<file path="src/rtl/mdio_pkg.sv">
package mdio_pkg;
  localparam int BUS_W      = 32;
  localparam int DATA_W     = 16;
  localparam int FRAME_BITS = 64;
  localparam int IDX_W      = $clog2(FRAME_BITS);
  localparam int TA_IDX     = 46;
  localparam int DATA_IDX   = 48;

  localparam logic [3:0] A_CTRL  = 4'h0;
  localparam logic [3:0] A_CMD   = 4'h4;
  localparam logic [3:0] A_WDATA = 4'h8;
  localparam logic [3:0] A_RDATA = 4'hC;

  localparam logic [1:0] OP_RD = 2'b10;
  localparam logic [1:0] OP_WR = 2'b01;

  localparam int START_BIT = 11;
  localparam int READY_BIT = 7;

  typedef struct packed {
    logic [1:0] op;
    logic [4:0] phy;
    logic [4:0] regad;
  } mgmt_cmd_t;
endpackage

</file>
<file path="src/rtl/mdio_clkgen.sv">
module mdio_clkgen #(
  parameter int DIV_W = 6
) (
  input  logic             clk,
  input  logic             rst,
  input  logic             run_i,
  input  logic [DIV_W-1:0] div_i,
  output logic             mdc_o,
  output logic             rise_o,
  output logic             fall_o
);
  logic [DIV_W-1:0] cnt_q;
  logic             tick;

  assign tick   = run_i && (cnt_q == div_i);
  assign rise_o = tick && !mdc_o;
  assign fall_o = tick && mdc_o;

  always_ff @(posedge clk) begin
    if (rst || !run_i) begin
      cnt_q <= '0;
      mdc_o <= 1'b0;
    end else if (tick) begin
      cnt_q <= '0;
      mdc_o <= ~mdc_o;
    end else begin
      cnt_q <= cnt_q + 1'b1;
    end
  end


  mdc_period_chk: assert property (@(posedge clk) disable iff (rst)
    run_i && (cnt_q != div_i) |=> $stable(mdc_o));
endmodule

</file>
<file path="src/rtl/mdio_engine.sv">
module mdio_engine
  import mdio_pkg::*;
(
  input  logic              clk,
  input  logic              rst,
  input  logic              start_i,
  input  mgmt_cmd_t         cmd_i,
  input  logic [DATA_W-1:0] wdata_i,
  input  logic              rise_i,
  input  logic              fall_i,
  input  logic              mdio_i,
  output logic              busy_o,
  output logic              mdio_o,
  output logic              mdio_oe_o,
  output logic [DATA_W-1:0] rdata_o
);
  logic [FRAME_BITS-1:0] frame_q;
  logic [IDX_W-1:0]      idx_q;
  logic [IDX_W-1:0]      idx_nx;
  logic                  is_rd_q;
  logic [DATA_W-1:0]     shin_q;
  logic                  last_bit;

  assign idx_nx   = idx_q + 1'b1;
  assign last_bit = (idx_q == IDX_W'(FRAME_BITS - 1));

  always_ff @(posedge clk) begin
    if (rst) begin
      frame_q   <= '0;
      idx_q     <= '0;
      is_rd_q   <= 1'b0;
      shin_q    <= '0;
      busy_o    <= 1'b0;
      mdio_o    <= 1'b1;
      mdio_oe_o <= 1'b0;
      rdata_o   <= '0;
    end else if (start_i && !busy_o) begin
      frame_q   <= {{(FRAME_BITS-32){1'b1}}, 2'b01, cmd_i.op, cmd_i.phy, cmd_i.regad,
                    2'b10, (cmd_i.op == OP_RD) ? {DATA_W{1'b0}} : wdata_i};
      idx_q     <= '0;
      is_rd_q   <= (cmd_i.op == OP_RD);
      busy_o    <= 1'b1;
      mdio_o    <= 1'b1;
      mdio_oe_o <= 1'b1;
    end else if (busy_o) begin
      if (rise_i && is_rd_q && (idx_q >= IDX_W'(DATA_IDX)))
        shin_q <= {shin_q[DATA_W-2:0], mdio_i};
      if (fall_i) begin
        if (last_bit) begin
          busy_o    <= 1'b0;
          mdio_o    <= 1'b1;
          mdio_oe_o <= 1'b0;
          if (is_rd_q) rdata_o <= shin_q;
        end else begin
          idx_q     <= idx_nx;
          frame_q   <= {frame_q[FRAME_BITS-2:0], 1'b0};
          mdio_o    <= frame_q[FRAME_BITS-2];
          mdio_oe_o <= !(is_rd_q && (idx_nx >= IDX_W'(TA_IDX)));
        end
      end
    end
  end


  preamble_start_chk: assert property (@(posedge clk) disable iff (rst)
    $rose(busy_o) |-> mdio_oe_o && mdio_o);


  read_release_chk: assert property (@(posedge clk) disable iff (rst)
    busy_o && is_rd_q && fall_i && !last_bit && (idx_q >= IDX_W'(TA_IDX - 1)) |=> !mdio_oe_o);
endmodule

</file>
<file path="src/rtl/mdio_master.sv">
module mdio_master
  import mdio_pkg::*;
#(
  parameter int DIV_W  = 6,
  parameter int ADDR_W = 4
) (
  input  logic              clk,
  input  logic              rst,
  input  logic              bus_wr,
  input  logic              bus_rd,
  input  logic [ADDR_W-1:0] bus_addr,
  input  logic [BUS_W-1:0]  bus_wdata,
  output logic [BUS_W-1:0]  bus_rdata,
  output logic              mdc,
  output logic              mdio_o,
  output logic              mdio_oe,
  input  logic              mdio_i
);
  localparam int EN_BIT = DIV_W;

  logic [DIV_W-1:0]  div_q;
  logic              en_q;
  mgmt_cmd_t         cmd_q;
  mgmt_cmd_t         cmd_new;
  logic [DATA_W-1:0] wdata_q;
  logic [DATA_W-1:0] rdata;
  logic              busy;
  logic              cmd_acc;
  logic              op_ok;
  logic              start;
  logic              rise;
  logic              fall;

  assign cmd_new.phy   = bus_wdata[28:24];
  assign cmd_new.regad = bus_wdata[20:16];
  assign cmd_new.op    = bus_wdata[15:14];

  assign cmd_acc = bus_wr && (bus_addr == ADDR_W'(A_CMD)) && !busy;
  assign op_ok   = (cmd_new.op == OP_RD) || (cmd_new.op == OP_WR);
  assign start   = cmd_acc && bus_wdata[START_BIT] && en_q && op_ok;

  always_ff @(posedge clk) begin
    if (rst) begin
      div_q   <= '0;
      en_q    <= 1'b0;
      cmd_q   <= '0;
      wdata_q <= '0;
    end else if (bus_wr) begin
      if (bus_addr == ADDR_W'(A_CTRL) && !busy) begin
        div_q <= bus_wdata[DIV_W-1:0];
        en_q  <= bus_wdata[EN_BIT];
      end
      if (cmd_acc) cmd_q <= cmd_new;
      if (bus_addr == ADDR_W'(A_WDATA)) wdata_q <= bus_wdata[DATA_W-1:0];
    end
  end

  always_ff @(posedge clk) begin
    if (rst) begin
      bus_rdata <= '0;
    end else if (bus_rd) begin
      case (bus_addr)
        ADDR_W'(A_CTRL):  bus_rdata <= BUS_W'({en_q, div_q});
        ADDR_W'(A_CMD):   bus_rdata <= (BUS_W'(cmd_q.phy) << 24) | (BUS_W'(cmd_q.regad) << 16)
                                     | (BUS_W'(cmd_q.op) << 14) | (BUS_W'(!busy) << READY_BIT);
        ADDR_W'(A_WDATA): bus_rdata <= BUS_W'(wdata_q);
        ADDR_W'(A_RDATA): bus_rdata <= BUS_W'(rdata);
        default:          bus_rdata <= '0;
      endcase
    end
  end

  mdio_clkgen #(.DIV_W(DIV_W)) u_clkgen (
    .clk    (clk),
    .rst    (rst),
    .run_i  (en_q && busy),
    .div_i  (div_q),
    .mdc_o  (mdc),
    .rise_o (rise),
    .fall_o (fall)
  );

  mdio_engine u_engine (
    .clk       (clk),
    .rst       (rst),
    .start_i   (start),
    .cmd_i     (cmd_new),
    .wdata_i   (wdata_q),
    .rise_i    (rise),
    .fall_i    (fall),
    .mdio_i    (mdio_i),
    .busy_o    (busy),
    .mdio_o    (mdio_o),
    .mdio_oe_o (mdio_oe),
    .rdata_o   (rdata)
  );


  ready_fall_chk: assert property (@(posedge clk) disable iff (rst)
    start |=> busy);


  idle_release_chk: assert property (@(posedge clk) disable iff (rst)
    !busy |-> !mdio_oe && !mdc);


  mdio_stable_chk: assert property (@(posedge clk) disable iff (rst)
    mdc && $past(mdc) |-> $stable(mdio_o) && $stable(mdio_oe));


  ctrl_hold_chk: assert property (@(posedge clk) disable iff (rst)
    busy |=> $stable(div_q) && $stable(en_q));


  rdata_upper_chk: assert property (@(posedge clk) disable iff (rst)
    bus_rd && (bus_addr == ADDR_W'(A_RDATA)) |=> (bus_rdata[31:16] == 16'h0));
endmodule

</file>
<file path="config.mk">
export PLATFORM = sky130hd
export DESIGN_NAME = mdio_master
export DESIGN_NICKNAME = d
export VERILOG_FILES = /design/src/rtl/mdio_pkg.sv /design/src/rtl/mdio_clkgen.sv /design/src/rtl/mdio_engine.sv /design/src/rtl/mdio_master.sv
export SDC_FILE = /design/constraint.sdc
export NUM_CORES = 1
export LEC_CHECK = 0
export CAP_MARGIN = 20
export CORE_ASPECT_RATIO = 1.2
export CORE_MARGIN = 2
export CORE_UTILIZATION = 50
export CTS_BUF_LIST = sky130_fd_sc_hd__clkbuf_8 sky130_fd_sc_hd__clkbuf_16
export DETAILED_ROUTE_END_ITERATION = 12
export PLACE_DENSITY = 0.74
export SLEW_MARGIN = 15
export SYNTH_ARGS = -nofsm -noshare
export SYNTH_HDL_FRONTEND = slang
export SYNTH_SLANG_ARGS = --single-unit
</file>
<file path="constraint.sdc">
create_clock -name clk -period 2.4 [get_ports clk]
set_input_delay 0.36 -clock clk [delete_from_list [all_inputs] [get_ports clk]]
set_output_delay 0.36 -clock clk [all_outputs]
set_load 0.02 [all_outputs]
</file>
==> reports/qor.csv, run 1 <==
metric,value,unit
worstPathArrival,2.57,ns
grt_pass1_vias,5663,
std_cell_rows,47,
power_density,669,nW/um^2
cts_resized,0,
slowest_delay,0.52,ns
peakVddDrop,0.534,mV
drive_gt1_frac,0.0909,
die_area,15000,sq um
grt_pass1_wl,27.4,mm
hold_buffers,0,
overflow,0,
start_util,0.511,
io_pins,76,
syn_inst,807,
postCtsSetupRepairBufs,0,
synth_area_per_cell,8.71,sq um
p_leak,3.22,nW
holdWs,0.429,ns
cts_tree,done,
final_cell_mix,"dfxtp_1, a21oi_1, nor2_1, nor3_1, nand2_1",
drc_errors,0,
yosysWarningCount,0,
vias,6035,
slew_headroom,0.379,
wl_per_cell,15.9,um
firstDrtPassIters,5,
fin_area,8540,sq um
clk_pin_slew_worst_paths,0.06,ns
async_flop_share,0,
path_max_fanout,66,
num-fill-cells,1171,
clk_path_buf_depth,2,
drt_iter0_markers,531,
hold_viol_final,0,
setup_slack,0.118,ns
pre_cts_ws,-0.103,ns
cp-end-kind,flip-flop,
setup_viol,0,
finalNonFillerCells,1040,
clk_latency,0.43,ns
syn_area,7030,sq um
die_w,112,um
final_common_cell,dfxtp_1,
status,"finished, final reports clean",
min_period,2.28,ns
htreeDepth,4,
synth_edf_count,0,
root_buffer,clkbuf_16,
hp-class,input pin to flip-flop,
grt_setup_unrepaired,false,
area_delta_synth_final,21.5,%
finalClockSkew,0.0104,ns
worstMarginPinSlew,0.928,ns
coreArea,13800,sq um
worstSetupStartpointType,flip-flop,
clkSinkCount,173,
antennaDiodeCount,0,
wl,16.5,mm
path_cells,ha_1 > and3_1 > nor2b_1 > or3_2 > buf_12 > a32oi_1 > a21oi_1,
grt_max_degree,69,
criticalPathCategory,flip-flop to flip-flop,
antenna_found_initial,0,
fmax,0.438,GHz
ys.flop_type,dfxtp_1,
synth_seq_cells,173,
hpwlAfterDp,11.3,mm
seq_area_frac_synth,0.493,
fin_util,0.621,
dp_cells,1008,
antenna_left,0,
die_h,134,um
slew_viol_final,0,
io_buffers,63,
ys_types,47,
cpMaxStageDelayCell,or3_2,
via_per_inst,5.80,
maxCapViolCount,0,
required,2.69,ns
fin_crit_sh,0.951,
nets,901,
cts_buffers,17,
routabilityCongestion,0.816,
postPlaceCellArea,7970,sq um
grtUsageTotal,0.222,
area by class of cell:
class	count	area (sq um)	share of cell area
flip-flops and latches	173	3460	0.405
multi-input cells	556	3220	0.377
repair buffers	101	1050	0.123
clock buffers	20	467	0.0546
well taps	171	214	0.0250
clock inverters	12	100	0.0117
inverters	7	26.3	0.00308
worst max-delay path: cells and delay by family, from the launching register on:
family,cells,cell delay [ns]
buffers and inverters,1,0.21
flip-flops,1,0.36
AND/OR/NAND/NOR,3,0.96
adder cells (fa/ha/maj),1,0.28
AO/OA/AOI/OAI,2,0.32
routing by layer:
layer  track usage  part of all wire  vias up
met1         0.276              0.43     2934
met3        0.0411             0.036       21
met5             0                 0        -
met2         0.385              0.52      133
li1              -                 -     2947
met4        0.0806             0.018        0
worst paths after layout:
| kind | from | slack, ns | endpoint | cells after the start |
|---|---|---|---|---|
| max reg2reg | u_engine.idx_q[0] | 0.12 | u_engine.frame_q[10] | 7 |
| min | rst | 0.43 | u_engine.frame_q[9] | 2 |
| min reg2reg | u_engine.rdata_o[0] | 0.45 | u_engine.rdata_o[0] | 2 |
| max | u_engine.idx_q[0] | 0.12 | u_engine.frame_q[10] | 7 |
logic make-up after synthesis:
logic type                 count (synthesis)  share of synthesized area
adders and majority gates                  4                    0.00712
and+or+nand+nor                          314                      0.209
buffers and inverters                     83                     0.0550
other                                      1                   0.000533
DFF                                      173                      0.493
muxes                                     47                     0.0696
xor gates and xnor gates                  14                     0.0174
AOI/OAI and AO/OA                        171                      0.148
power breakdown:
| part | switching (mW) | internal [mW] |
|---|---|---|
| Sequential | 0.00692 | 2.88 |
| Combinational | 0.127 | 0.0902 |
| Clock | 1.18 | 1.44 |
registers in the layout, summed over array words and instances (netlist names), 6 cells and up:
signal / count
wdata_q: 16
u_engine.idx_q: 6
u_clkgen.cnt_q: 6
bus_rdata: 26
cmd_q: 12
div_q: 6
u_engine.shin_q: 16
u_engine.rdata_o: 16
u_engine.frame_q: 63
cells in the mapped netlist, drive strengths merged (3+ instances only):
| master | count | area, sq um |
|---|---|---|
| a22oi | 25 | 188 |
| clkbuf | 47 | 176 |
| a31oi | 4 | 25.0 |
| mux2i | 32 | 320 |
| xor2 | 5 | 43.8 |
| or3 | 4 | 25.0 |
| nand2b | 3 | 18.8 |
| mux2 | 15 | 169 |
| ha | 4 | 50.1 |
| a32oi | 25 | 219 |
| and3 | 4 | 25.0 |
| inv | 6 | 22.5 |
| a21oi | 106 | 531 |
| nor2 | 96 | 360 |
| nor3 | 72 | 377 |
| or4 | 3 | 33.8 |
| buf | 29 | 184 |
| xnor2 | 9 | 78.8 |
| nand3 | 53 | 265 |
| dfxtp | 173 | 3460 |
| nand2 | 64 | 240 |
| o21ai | 3 | 15.0 |
per-stage QoR:
stage	setup TNS, ns	total power [mW]
after floorplan	0	3.06
after global placement	0	3.16
after detailed placement	-2.45	3.16
after CTS	0	5.75
after global routing	0	5.90
final	0	5.71
No activity file was read; power rests on OpenSTA's default activity.
==> run 2: changes to the inputs <==
clock period = 2.25 ns   (was 2.4 ns; I/O delays follow)
==> run 2 against run 1 <==
Sequential share of layout area decreased by 0.30 points; clock skew decreased by 0.0038 ns; sequential power increased by 7%; critical path depth decreased by 1; worst hold slack got worse by 0.019 ns; clock power increased by 11%; final area increased by 0.78%; clock-buffer cell count decreased by 2; routed wire length increased by 0.68%; final cell count increased by 0.48%; largest power group unchanged; highest routed layer unchanged.
==> reports/qor.csv, run 2 (synthesized netlist as in run 1, its figures left out) <==
metric,value,unit,change
reg_top3,"u_engine.frame_q (63), bus_rdata (26)",,
die_area,15000,sq um,unchanged
finalClockSkew,0.00658,ns,-0.00384 ns
power_density,722,nW/um^2,+7.9%
clkSinkCount,173,,unchanged
clk_latency,0.43,ns,about the same
hold_viol_final,0,,unchanged
worstSetupStartpointType,flip-flop,,
drive_gt1_frac,0.101,,+0.00978
hp-class,input pin to flip-flop,,
r2r_slack,0.07,ns,-0.05 ns
whs_path_depth,2,,unchanged
io_buffers,63,,unchanged
htreeDepth,4,,unchanged
p_int,4.83,mW,+9.7%
combinationalPowerShare,0.037,,about the same
clk_pin_slew_worst_paths,0.07,ns,about the same
fin_area,8610,sq um,+0.78%
fin_crit_sh,0.970,,+0.0188
hpwlAfterDp,11.1,mm,-2.0%
hold_buffers,0,,unchanged
dp_cells,1012,,+0.40%
root_buffer,clkbuf_16,,
antennaDiodeCount,0,,unchanged
via_per_inst,5.76,,-0.69%
seqPwrFrac,0.495,,-0.010
firstDrtPassIters,5,,unchanged
min_period,2.18,ns,-0.100 ns
vias,6022,,-0.22%
wl_per_cell,15.9,um,+0.20%
grt_pass1_wl,27.7,mm,+1.3%
start_util,0.511,,unchanged
grtUsageTotal,0.224,,+0.00263
die_w,112,um,unchanged
io_pins,76,,unchanged
drc_errors,0,,unchanged
grt_setup_unrepaired,false,,
slew_headroom,0.409,,+0.0305
pwr-share-clk,0.468,,+0.011
regArea,3460,sq um,about the same
largest-register,u_engine.frame_q,,
std_cell_rows,47,,unchanged
pre_cts_ws,-0.203,ns,-0.100 ns
finalNonFillerCells,1045,,+0.48%
antenna_left,0,,unchanged
tns,0,ns,unchanged
grt_max_degree,83,,+20%
cp-end-kind,flip-flop,,
cts_buffers,17,,unchanged
fmax,0.458,GHz,+4.6%
switching_share,0.223,,-0.00652
setup_viol,0,,unchanged
peakVddDrop,0.513,mV,-3.9%
area_delta_synth_final,22.4,%,
worstHoldEndpoint,wdata_q[11],,
reg2reg_from,div_q[3],,
maxCapViolCount,0,,unchanged
criticalPathCategory,flip-flop to flip-flop,,
coreArea,13800,sq um,unchanged
switchingPower,1.38,mW,+5.6%
slew_viol_final,0,,unchanged
path_max_fanout,16,,-76%
cts_tree,done,,
p_leak,3.26,nW,+1.2%
postCtsSetupRepairBufs,0,,unchanged
largest_reg_flops,63,,unchanged
num-fill-cells,1127,,-3.8%
status,"finished, final reports clean",,
drt_iter0_markers,566,,+6.6%
p_total,6.21,mW,+8.7%
worstPathArrival,2.49,ns,-0.08 ns
grt_pass1_vias,5745,,+1.4%
final_cell_mix,"dfxtp_1, a21oi_1, nor2_1, nor3_1",,
required,2.56,ns,-0.13 ns
min_from,rst,,
r2r_cells,6,,-1
antenna_found_initial,0,,unchanged
clk_path_buf_depth,2,,unchanged
final_common_cell,dfxtp_1,,
multi_input_area,3240,sq um,+0.50%
wl,16.6,mm,+0.68%
postPlaceCellArea,7970,sq um,about the same
setup_slack,0.0680,ns,-0.0497 ns
nets,906,,+0.55%
routabilityCongestion,0.826,,+1.2%
rr_endpoint,u_engine.rdata_o[9],,
overflow,0,,unchanged
die_h,134,um,unchanged
worstMarginPinSlew,0.883,ns,-0.0455 ns
-- run 2: per-layer routing --
| layer | up-vias | share of wire | global-route usage |
|---|---|---|---|
| met5 | - | 0 | 0 |
| met4 | 0 | 0.017 | 0.0928 |
| met3 | 25 | 0.040 | 0.0443 |
| li1 | 2947 | - | - |
| met1 | 2897 | 0.44 | 0.279 |
| met2 | 153 | 0.50 | 0.382 |
-- run 2: through the flow --
stage	utilization	hold slack [ns]
after floorplan	-	0.429
after global placement	0.579	0.436
after detailed placement	0.579	0.444
after CTS	0.622	0.387
after global routing	0.626	0.418
final	0.626	0.410
-- run 2: worst max path at each step --
stage / from / end / slack, ns / cells after the start
after CTS: div_q[3] / u_engine.idx_q[5] / 0.03 / 6
after detailed placement: bus_wdata[14] / u_engine.idx_q[2] / -0.20 / 8
after global placement: bus_wdata[14] / u_engine.idx_q[5] / -0.17 / 8
final: div_q[3] / u_engine.rdata_o[9] / 0.07 / 6
after floorplan: u_engine.idx_q[0] / u_engine.rdata_o[10] / 0.18 / 8
after global routing: div_q[3] / u_engine.rdata_o[9] / 0.01 / 6
-- run 2: power groups by stage --
stage	Sequential (mW)	Clock, mW	Combinational [mW]
6_report	3.08	2.90	0.230
5_1_grt	3.08	3.07	0.248
4_1_cts	3.08	2.93	0.229
3_5_place_dp	3.15	0	0.228
3_3_place_gp	3.15	0	0.224
2_1_floorplan	3.14	0	0.120
-- run 2: worst max-delay path, stage by stage (launching register included) --
cell and delay (ns):
dfxtp_2 0.35, xor2_1 0.18, or4_4 0.54, buf_4 0.17, or4_4 0.62, nand2_1 0.12, a21oi_1 0.07
-- run 2: layout make-up --
cell class	instances	share of cell area
Timing Repair Buffer	106	0.126
Tap cell	171	0.0249
Clock buffer	18	0.0510
Clock inverter	14	0.0166
Inverter	7	0.00305
Multi-Input combinational cell	556	0.376
Sequential cell	173	0.402
-- run 2: what timing repair did --
action	4_1_cts	5_1_grt
gates resized for setup	1	6
pin swaps	0	0
endpoints found under the setup margin	1	7
gates cloned	0	1
